## src/rtl/a10_pkg.sv

```systemverilog
package a10_pkg;

  typedef enum logic [2:0] {
    OP_NONE   = 3'd0,
    OP_START  = 3'd1,
    OP_RSTART = 3'd2,
    OP_WRITE  = 3'd3,
    OP_READ   = 3'd4,
    OP_STOP   = 3'd5
  } op_e;

  typedef enum logic [1:0] {
    ERR_NONE = 2'd0,
    ERR_ADDR = 2'd1,
    ERR_DATA = 2'd2
  } err_e;

  typedef enum logic [4:0] {
    S_IDLE, S_BEGIN, S_SB, S_SB_W, S_SB_RS,
    S_A1, S_A1_W, S_A2, S_A2_W,
    S_WR, S_WR_W, S_RS, S_A3, S_A3_W,
    S_RD, S_RD_W, S_END, S_STOP, S_FIN
  } seq_state_e;

  localparam logic [7:0] START_BYTE = 8'h01;

  function automatic logic [7:0] hdr10(input logic [1:0] hi, input logic rw);
    return {5'b11110, hi, rw};
  endfunction

  function automatic logic [7:0] addr7(input logic [6:0] a, input logic rw);
    return {a, rw};
  endfunction

endpackage

```

## src/rtl/a10_cmd_slot.sv

```systemverilog
module a10_cmd_slot
  import a10_pkg::*;
(
  input  logic       clk,
  input  logic       rst,
  input  logic       load,
  input  op_e        ld_op,
  input  logic [7:0] ld_data,
  input  logic       ld_nack,
  input  logic       cmd_ready,
  output logic       cmd_valid,
  output op_e        cmd_op,
  output logic [7:0] cmd_data,
  output logic       cmd_nack,
  output logic       idle
);

  always_ff @(posedge clk) begin
    if (rst) begin
      cmd_valid <= 1'b0;
      cmd_op    <= OP_NONE;
      cmd_data  <= '0;
      cmd_nack  <= 1'b0;
    end else if (load) begin
      cmd_valid <= 1'b1;
      cmd_op    <= ld_op;
      cmd_data  <= ld_data;
      cmd_nack  <= ld_nack;
    end else if (cmd_ready) begin
      cmd_valid <= 1'b0;
    end
  end

  assign idle = !cmd_valid;

endmodule

```

## src/rtl/a10_rd_port.sv

```systemverilog
module a10_rd_port #(
  parameter int DW = 8
) (
  input  logic          clk,
  input  logic          rst,
  input  logic          capture,
  input  logic          rsp_valid,
  input  logic [DW-1:0] rsp_data,
  output logic          rd_valid,
  output logic [DW-1:0] rd_data
);

  always_ff @(posedge clk) begin
    if (rst) begin
      rd_valid <= 1'b0;
      rd_data  <= '0;
    end else begin
      rd_valid <= capture && rsp_valid;
      if (capture && rsp_valid) rd_data <= rsp_data;
    end
  end

endmodule

```

## src/rtl/a10_ctrl.sv

```systemverilog
module a10_ctrl
  import a10_pkg::*;
#(
  parameter int LEN_W = 8
) (
  input  logic             clk,
  input  logic             rst,
  input  logic             req_valid,
  output logic             req_ready,
  input  logic [9:0]       req_addr,
  input  logic             req_ten,
  input  logic [LEN_W-1:0] req_wr_len,
  input  logic [LEN_W-1:0] req_rd_len,
  input  logic             req_start_byte,
  input  logic             req_hold,
  input  logic             wd_valid,
  output logic             wd_ready,
  input  logic [7:0]       wd_data,
  input  logic             slot_idle,
  output logic             load,
  output op_e              ld_op,
  output logic [7:0]       ld_data,
  output logic             ld_nack,
  input  logic             rsp_valid,
  input  logic             rsp_ack,
  output logic             rd_capture,
  output logic             done,
  output logic [1:0]       done_err
);

  seq_state_e       state_q, state_d;
  logic [9:0]       addr_q;
  logic             ten_q, sb_q, hold_q, held_q;
  logic [LEN_W-1:0] wl_q, rl_q, wcnt_q, rcnt_q;
  err_e             err_q, err_val;
  logic             take_req, wr_inc, rd_inc, err_set, fin, held_set, held_clr;
  logic             rw7, rd_last, wr_left;

  // 7-bit read with nothing to write: address directly in read direction
  assign rw7     = (wl_q == '0) && (rl_q != '0);
  assign rd_last = (rcnt_q == rl_q - 1'b1);
  assign wr_left = (wcnt_q != wl_q);

  always_comb begin
    state_d  = state_q;
    load     = 1'b0;
    ld_op    = OP_NONE;
    ld_data  = '0;
    ld_nack  = 1'b0;
    wd_ready = 1'b0;
    take_req = 1'b0;
    wr_inc   = 1'b0;
    rd_inc   = 1'b0;
    err_set  = 1'b0;
    err_val  = ERR_NONE;
    fin      = 1'b0;
    held_set = 1'b0;
    held_clr = 1'b0;
    case (state_q)
      S_IDLE: if (req_valid) begin
        take_req = 1'b1;
        state_d  = S_BEGIN;
      end
      S_BEGIN: if (slot_idle) begin
        load    = 1'b1;
        ld_op   = held_q ? OP_RSTART : OP_START;
        state_d = sb_q ? S_SB : S_A1;
      end
      S_SB: if (slot_idle) begin
        load    = 1'b1;
        ld_op   = OP_WRITE;
        ld_data = START_BYTE;
        state_d = S_SB_W;
      end
      S_SB_W: if (rsp_valid) state_d = S_SB_RS;
      S_SB_RS: if (slot_idle) begin
        load    = 1'b1;
        ld_op   = OP_RSTART;
        state_d = S_A1;
      end
      S_A1: if (slot_idle) begin
        load    = 1'b1;
        ld_op   = OP_WRITE;
        ld_data = ten_q ? hdr10(addr_q[9:8], 1'b0) : addr7(addr_q[6:0], rw7);
        state_d = S_A1_W;
      end
      S_A1_W: if (rsp_valid) begin
        if (!rsp_ack) begin
          err_set = 1'b1;
          err_val = ERR_ADDR;
          state_d = S_STOP;
        end else if (ten_q) begin
          state_d = S_A2;
        end else if (rw7) begin
          state_d = S_RD;
        end else begin
          state_d = S_WR;
        end
      end
      S_A2: if (slot_idle) begin
        load    = 1'b1;
        ld_op   = OP_WRITE;
        ld_data = addr_q[7:0];
        state_d = S_A2_W;
      end
      S_A2_W: if (rsp_valid) begin
        if (!rsp_ack) begin
          err_set = 1'b1;
          err_val = ERR_ADDR;
          state_d = S_STOP;
        end else begin
          state_d = S_WR;
        end
      end
      S_WR: begin
        if (!wr_left) begin
          state_d = (rl_q != '0) ? S_RS : S_END;
        end else if (slot_idle) begin
          wd_ready = 1'b1;
          if (wd_valid) begin
            load    = 1'b1;
            ld_op   = OP_WRITE;
            ld_data = wd_data;
            wr_inc  = 1'b1;
            state_d = S_WR_W;
          end
        end
      end
      S_WR_W: if (rsp_valid) begin
        if (!rsp_ack) begin
          err_set = 1'b1;
          err_val = ERR_DATA;
          state_d = S_STOP;
        end else begin
          state_d = S_WR;
        end
      end
      S_RS: if (slot_idle) begin
        load    = 1'b1;
        ld_op   = OP_RSTART;
        state_d = S_A3;
      end
      S_A3: if (slot_idle) begin
        load    = 1'b1;
        ld_op   = OP_WRITE;
        ld_data = ten_q ? hdr10(addr_q[9:8], 1'b1) : addr7(addr_q[6:0], 1'b1);
        state_d = S_A3_W;
      end
      S_A3_W: if (rsp_valid) begin
        if (!rsp_ack) begin
          err_set = 1'b1;
          err_val = ERR_ADDR;
          state_d = S_STOP;
        end else begin
          state_d = S_RD;
        end
      end
      S_RD: if (slot_idle) begin
        load    = 1'b1;
        ld_op   = OP_READ;
        ld_nack = rd_last;
        rd_inc  = 1'b1;
        state_d = S_RD_W;
      end
      S_RD_W: if (rsp_valid) begin
        state_d = (rcnt_q == rl_q) ? S_END : S_RD;
      end
      S_END: begin
        if (hold_q) begin
          held_set = 1'b1;
          state_d  = S_FIN;
        end else begin
          state_d = S_STOP;
        end
      end
      S_STOP: if (slot_idle) begin
        load     = 1'b1;
        ld_op    = OP_STOP;
        held_clr = 1'b1;
        state_d  = S_FIN;
      end
      S_FIN: if (slot_idle) begin
        fin     = 1'b1;
        state_d = S_IDLE;
      end
      default: state_d = S_IDLE;
    endcase
  end

  always_ff @(posedge clk) begin
    if (rst) begin
      state_q  <= S_IDLE;
      addr_q   <= '0;
      ten_q    <= 1'b0;
      sb_q     <= 1'b0;
      hold_q   <= 1'b0;
      held_q   <= 1'b0;
      wl_q     <= '0;
      rl_q     <= '0;
      wcnt_q   <= '0;
      rcnt_q   <= '0;
      err_q    <= ERR_NONE;
      done     <= 1'b0;
      done_err <= 2'd0;
    end else begin
      state_q <= state_d;
      done    <= fin;
      if (fin) done_err <= err_q;
      if (take_req) begin
        addr_q <= req_addr;
        ten_q  <= req_ten;
        sb_q   <= req_start_byte;
        hold_q <= req_hold;
        wl_q   <= req_wr_len;
        rl_q   <= req_rd_len;
        wcnt_q <= '0;
        rcnt_q <= '0;
        err_q  <= ERR_NONE;
      end
      if (wr_inc) wcnt_q <= wcnt_q + 1'b1;
      if (rd_inc) rcnt_q <= rcnt_q + 1'b1;
      if (err_set) err_q <= err_val;
      if (held_set) held_q <= 1'b1;
      if (held_clr) held_q <= 1'b0;
    end
  end

  assign req_ready  = (state_q == S_IDLE);
  assign rd_capture = (state_q == S_RD_W);

endmodule

```

## src/rtl/addr10_master_seq.sv

```systemverilog
module addr10_master_seq
  import a10_pkg::*;
#(
  parameter int LEN_W = 8
) (
  input  logic             clk,
  input  logic             rst,
  input  logic             req_valid,
  output logic             req_ready,
  input  logic [9:0]       req_addr,
  input  logic             req_ten,
  input  logic [LEN_W-1:0] req_wr_len,
  input  logic [LEN_W-1:0] req_rd_len,
  input  logic             req_start_byte,
  input  logic             req_hold,
  input  logic             wd_valid,
  output logic             wd_ready,
  input  logic [7:0]       wd_data,
  output logic             cmd_valid,
  input  logic             cmd_ready,
  output logic [2:0]       cmd_op,
  output logic [7:0]       cmd_data,
  output logic             cmd_nack,
  input  logic             rsp_valid,
  input  logic             rsp_ack,
  input  logic [7:0]       rsp_data,
  output logic             rd_valid,
  output logic [7:0]       rd_data,
  output logic             done,
  output logic [1:0]       done_err
);

  logic       slot_idle, load, ld_nack, rd_capture;
  op_e        ld_op, op_q;
  logic [7:0] ld_data;

  a10_ctrl #(.LEN_W(LEN_W)) u_ctrl (
    .clk            (clk),
    .rst            (rst),
    .req_valid      (req_valid),
    .req_ready      (req_ready),
    .req_addr       (req_addr),
    .req_ten        (req_ten),
    .req_wr_len     (req_wr_len),
    .req_rd_len     (req_rd_len),
    .req_start_byte (req_start_byte),
    .req_hold       (req_hold),
    .wd_valid       (wd_valid),
    .wd_ready       (wd_ready),
    .wd_data        (wd_data),
    .slot_idle      (slot_idle),
    .load           (load),
    .ld_op          (ld_op),
    .ld_data        (ld_data),
    .ld_nack        (ld_nack),
    .rsp_valid      (rsp_valid),
    .rsp_ack        (rsp_ack),
    .rd_capture     (rd_capture),
    .done           (done),
    .done_err       (done_err)
  );

  a10_cmd_slot u_slot (
    .clk       (clk),
    .rst       (rst),
    .load      (load),
    .ld_op     (ld_op),
    .ld_data   (ld_data),
    .ld_nack   (ld_nack),
    .cmd_ready (cmd_ready),
    .cmd_valid (cmd_valid),
    .cmd_op    (op_q),
    .cmd_data  (cmd_data),
    .cmd_nack  (cmd_nack),
    .idle      (slot_idle)
  );

  assign cmd_op = op_q;

  a10_rd_port #(.DW(8)) u_rd (
    .clk       (clk),
    .rst       (rst),
    .capture   (rd_capture),
    .rsp_valid (rsp_valid),
    .rsp_data  (rsp_data),
    .rd_valid  (rd_valid),
    .rd_data   (rd_data)
  );

endmodule

```

## config.mk

```make
export PLATFORM = sky130hd
export DESIGN_NAME = addr10_master_seq
export DESIGN_NICKNAME = d
export VERILOG_FILES = /design/src/rtl/a10_pkg.sv /design/src/rtl/a10_cmd_slot.sv /design/src/rtl/a10_rd_port.sv /design/src/rtl/a10_ctrl.sv /design/src/rtl/addr10_master_seq.sv
export SDC_FILE = /design/constraint.sdc
export NUM_CORES = 1
export LEC_CHECK = 0
export CELL_PAD_IN_SITES_DETAIL_PLACEMENT = 1
export CELL_PAD_IN_SITES_GLOBAL_PLACEMENT = 2
export CORE_UTILIZATION = 29
export CTS_CLUSTER_SIZE = 28
export DETAILED_ROUTE_END_ITERATION = 6
export PLACE_DENSITY_LB_ADDON = 0.08
export SETUP_SLACK_MARGIN = 0.1
export SYNTH_ARGS = -nofsm -noshare
export SYNTH_HDL_FRONTEND = slang
export SYNTH_HIERARCHICAL = 1
export SYNTH_SLANG_ARGS = --single-unit
```

## constraint.sdc

```tcl
create_clock -name clk -period 3.2 [get_ports clk]
set_input_delay 0.32 -clock clk [delete_from_list [all_inputs] [get_ports clk]]
set_output_delay 0.32 -clock clk [all_outputs]
set_load 0.1 [all_outputs]
```

==> results.txt <==
----------------------------------------------------
[Outcome]
  Run status ... finished clean

[Clock network]
  Hold-fix buffers at CTS ... 0
  Clock insertion delay at the later pin of the skew report ... ~0.34 ns
  Clock transition at the register clock pins on the worst setup and hold paths after CTS ... 0.06 ns
  Clk sink count ... between 70 and 80
  Quantity of gates resized following cts ... 0
  Htree depth ... 3
  CTS Buf Count ... 9
  Clock tree from TritonCTS ... yes
  Max Root-Sink Buffers ... 2
  Setup Buffers After CTS ... 0
  Cell at the root of the clock tree ... sky130_fd_sc_hd__clkbuf_16

[Floorplan]
  Effective utilization at floorplan ... 29.55%
  Placeable core region ... 14480 sq um
  Die footprint ... 15240 sq um
  Die span in x ... about 120 microns
  Placement Rows ... 44
  Io pins ... 79
  Y dimension of the die ... between 100 and 150 microns

[Global routing]
  Largest net degree at the start of global routing ... 38
  Wire length of the first global-routing pass ... around 22 mm
  Aggregate global routing overflow ... 0
  Overall Global Routing Usage ... about a fifth
  Vias in the first global route ... between 4000 and 5000
  Number of antenna violations at the first check in global routing ... 0

[Logic synthesis]
  Area fraction of the dominant cell type after synthesis ... between 30% and 40%
  Synth top area cells ... sky130_fd_sc_hd__dfxtp_1 37%, sky130_fd_sc_hd__nand2_1 8.6%, sky130_fd_sc_hd__a21oi_1 6.4%
  Asr flop ratio synth ... 0%
  Avg Synthesized Cell Area ... roughly 7.7 sq um
  Flip-flop cell with the highest count after synthesis ... sky130_fd_sc_hd__dfxtp_1
  Nets in the synthesized netlist ... 608
  Unique cell type count in the Yosys netlist ... between 60 and 70
  Post-synthesis cell type with the largest combined area ... sky130_fd_sc_hd__dfxtp_1
  #FFs+latches synth ... around 80
  Cell area after synthesis ... 4278 sq um
  Sequential fraction of the synthesis area ... around 37%
  Count of mapped cells out of synthesis ... around 550
  Yosys synthesis warning count ... 6
  Number of synthesized flops with an enable pin ... 0

[Routing]
  Remaining DRCs ... 0
  Per-cell routed wire length ... 16.99 microns
  Detailed-routing iteration count for the pre-antenna-repair pass ... 4
  ANT nets after route ... 0
  Post-detailed-routing wire length ... about 14 mm
  Routed via count ... 4184
  Via density per instance ... 5.185
  Detailed router's first-iteration violation count ... 191

[Critical path]
  Required time at the endpoint of the critical path ... 3.47 ns
  Category of the worst setup path capture point ... flip-flop
  Critical path data arrival time ... approximately 2.9 ns
  Critical path peak fanout ... 19
  Startpoint class of the critical path ... flip-flop
  Critical setup path kind ... reg -> reg

[Final layout]
  Most frequent cells in the layout ... 98 x sky130_fd_sc_hd__nand2_1, 78 x sky130_fd_sc_hd__dfxtp_1, 75 x sky130_fd_sc_hd__clkdlybuf4s50_1
  Total number of nets in the final design ... about 670
  Layout Area Growth over Synthesis ... 29.34%
  Inserted Diodes ... 0
  Non-filler cells, final ... about 810
  Most common library cell in the layout ignoring fill and taps ... sky130_fd_sc_hd__nand2_1
  Layout cells sized above 1 ... between 8 and 9%

[Timing]
  Measured slew at the worst slew-check pin ... approximately 0.98 ns
  Worst slack on hold paths ... around 0.46 ns
  Worst relative slew slack ... around a third
  Number of hold-slack violations in the final timing report ... 0
  Worst Skew ... ~0.0061 ns
  Unrepaired setup endpoints after global routing ... no
  Total count of max-transition violations in the final report ... 0
  Final cycle utilization of the critical path ... 80.79%
  Setup-violating endpoint count in the final report ... 0
  Final period demand of the worst path ... 2.585 ns
  Fmax ... roughly 0.39 GHz
  Worst Setup Slack, final ... a little over 0.6 ns
  Total negative slack for setup checks ... 0 ns

[Place]
  Buffers added on ports ... 78
  GP Congestion ... a little over 0.8
  DP Worst Slack ... 0.6784 ns
  Cell count after placement ... 791
  Post-detailed-placement half-perimeter wirelength ... about 10 mm

[Pwr]
  Worst vdd ir ... roughly 0.34 mV
  Power density of the placed cells ... between 700 and 800 nW/um^2
  Static Leakage ... slightly above 2 nW

[Hold path]
  Min-Delay Path Class ... reg -> reg

[Run]
  Max-cap violation count ... 0

----------------------------------------------------
[stage by stage]
step | util (%) | cell area (sq um) | total power, mW
after floorplan | - | 4283 | 2.429
after global placement | 36.04 | 5218 | 2.815
after detailed placement | 36.04 | 5218 | 2.829
after CTS | 38.21 | 5533 | 3.954
after global routing | 38.21 | 5533 | 4.158
final | 38.21 | 5533 | 3.902
[power by group]
part           leakage [nW]  switching, mW  internal, mW
registers             0.633          0.146          1.07
clock network         0.152          0.417         0.682
logic                  1.29           1.01         0.575
total                  2.07           1.57          2.33
[area by class of cell]
type | instances | area, sq um
timing repair buffer | 97 | 925.9
multi-input combinational | 423 | 2466
tap | 184 | 230.2
sequential | 78 | 1562
clock buffer | 10 | 229.0
clock inverter | 6 | 86.33
fill | 1750 | 8946
inverter | 9 | 33.78
[cells in the mapped netlist (2+ instances only)]
cell and count:
sky130_fd_sc_hd__buf_2 6, sky130_fd_sc_hd__and2_1 3, sky130_fd_sc_hd__o211ai_1 2, sky130_fd_sc_hd__o21a_1 2, sky130_fd_sc_hd__a31oi_1 8, sky130_fd_sc_hd__nor3_1 15
sky130_fd_sc_hd__buf_6 5, sky130_fd_sc_hd__or3_1 4, sky130_fd_sc_hd__a311oi_1 4, sky130_fd_sc_hd__or4_1 3, sky130_fd_sc_hd__nor2b_1 6, sky130_fd_sc_hd__nand2b_1 3
sky130_fd_sc_hd__nand2_1 98, sky130_fd_sc_hd__xnor2_1 15, sky130_fd_sc_hd__dfxtp_1 78, sky130_fd_sc_hd__ha_1 3, sky130_fd_sc_hd__nor3b_1 2, sky130_fd_sc_hd__a21oi_1 55
sky130_fd_sc_hd__nand4_1 10, sky130_fd_sc_hd__and3_1 10, sky130_fd_sc_hd__inv_1 9, sky130_fd_sc_hd__nor2_1 44, sky130_fd_sc_hd__nand3_1 28, sky130_fd_sc_hd__o21ai_0 22
sky130_fd_sc_hd__o21ai_1 4, sky130_fd_sc_hd__mux2i_1 18, sky130_fd_sc_hd__a21bo_2 7, sky130_fd_sc_hd__a41oi_1 2, sky130_fd_sc_hd__xor2_1 11, sky130_fd_sc_hd__a22o_1 14
sky130_fd_sc_hd__nor4_1 4, sky130_fd_sc_hd__clkbuf_1 29
[final timing paths]
check	from	to	slack, ns	cells past startpoint
max	u_ctrl/state_q[0]$_SDFFE_PP0P_	u_ctrl/wcnt_q[6]$_SDFFE_PP0P_	0.61	6
max reg2reg	u_ctrl/state_q[0]$_SDFFE_PP0P_	u_ctrl/wcnt_q[6]$_SDFFE_PP0P_	0.61	6
min reg2reg	u_ctrl/addr_q[9]$_SDFFE_PP0P_	u_ctrl/addr_q[9]$_SDFFE_PP0P_	0.46	2
min	u_ctrl/addr_q[9]$_SDFFE_PP0P_	u_ctrl/addr_q[9]$_SDFFE_PP0P_	0.46	2
[state kept, by name (all words and copies together), names as in the netlist, 3 cells and up]
name and count:
u_rd/rd_data 8, u_ctrl/rl_q 8, u_ctrl/rcnt_q 8, u_ctrl/wl_q 8
u_ctrl/wcnt_q 8, u_slot/cmd_op 3, u_slot/cmd_data 8, u_ctrl/state_q 5
u_ctrl/addr_q 10
[layer usage]
metal	up-vias	track usage [%]	part of all wire, %
li1	2084	-	-
met1	1990	24.40	48
met2	98	31.25	46
met3	12	4.935	4.5
met4	0	5.196	1.5
met5	-	0	0
[kinds of logic (layout without fill, tap and decap cells)]
family / count (synthesis) / in the layout / share of synthesized area [%]
AND/OR/NAND/NOR: 236 / 236 / 25.48
AO/OA/AOI/OAI: 139 / 139 / 21.26
flip-flops: 78 / 78 / 36.50
buffers and inverters: 52 / 122 / 6.083
XOR/XNOR: 26 / 26 / 5.323
multiplexers: 19 / 19 / 4.475
adder cells (fa/ha/maj): 3 / 3 / 0.8775
[critical path, stage by stage, from the launching register on]
cell	delay, ns
sky130_fd_sc_hd__dfxtp_1	0.74
sky130_fd_sc_hd__nor2b_1	0.25
sky130_fd_sc_hd__and3_1	0.29
sky130_fd_sc_hd__o2111ai_1	0.34
sky130_fd_sc_hd__nor2_1	0.54
sky130_fd_sc_hd__a41oi_1	0.19
sky130_fd_sc_hd__a31oi_1	0.16
(Power assumes the default switching activity.)
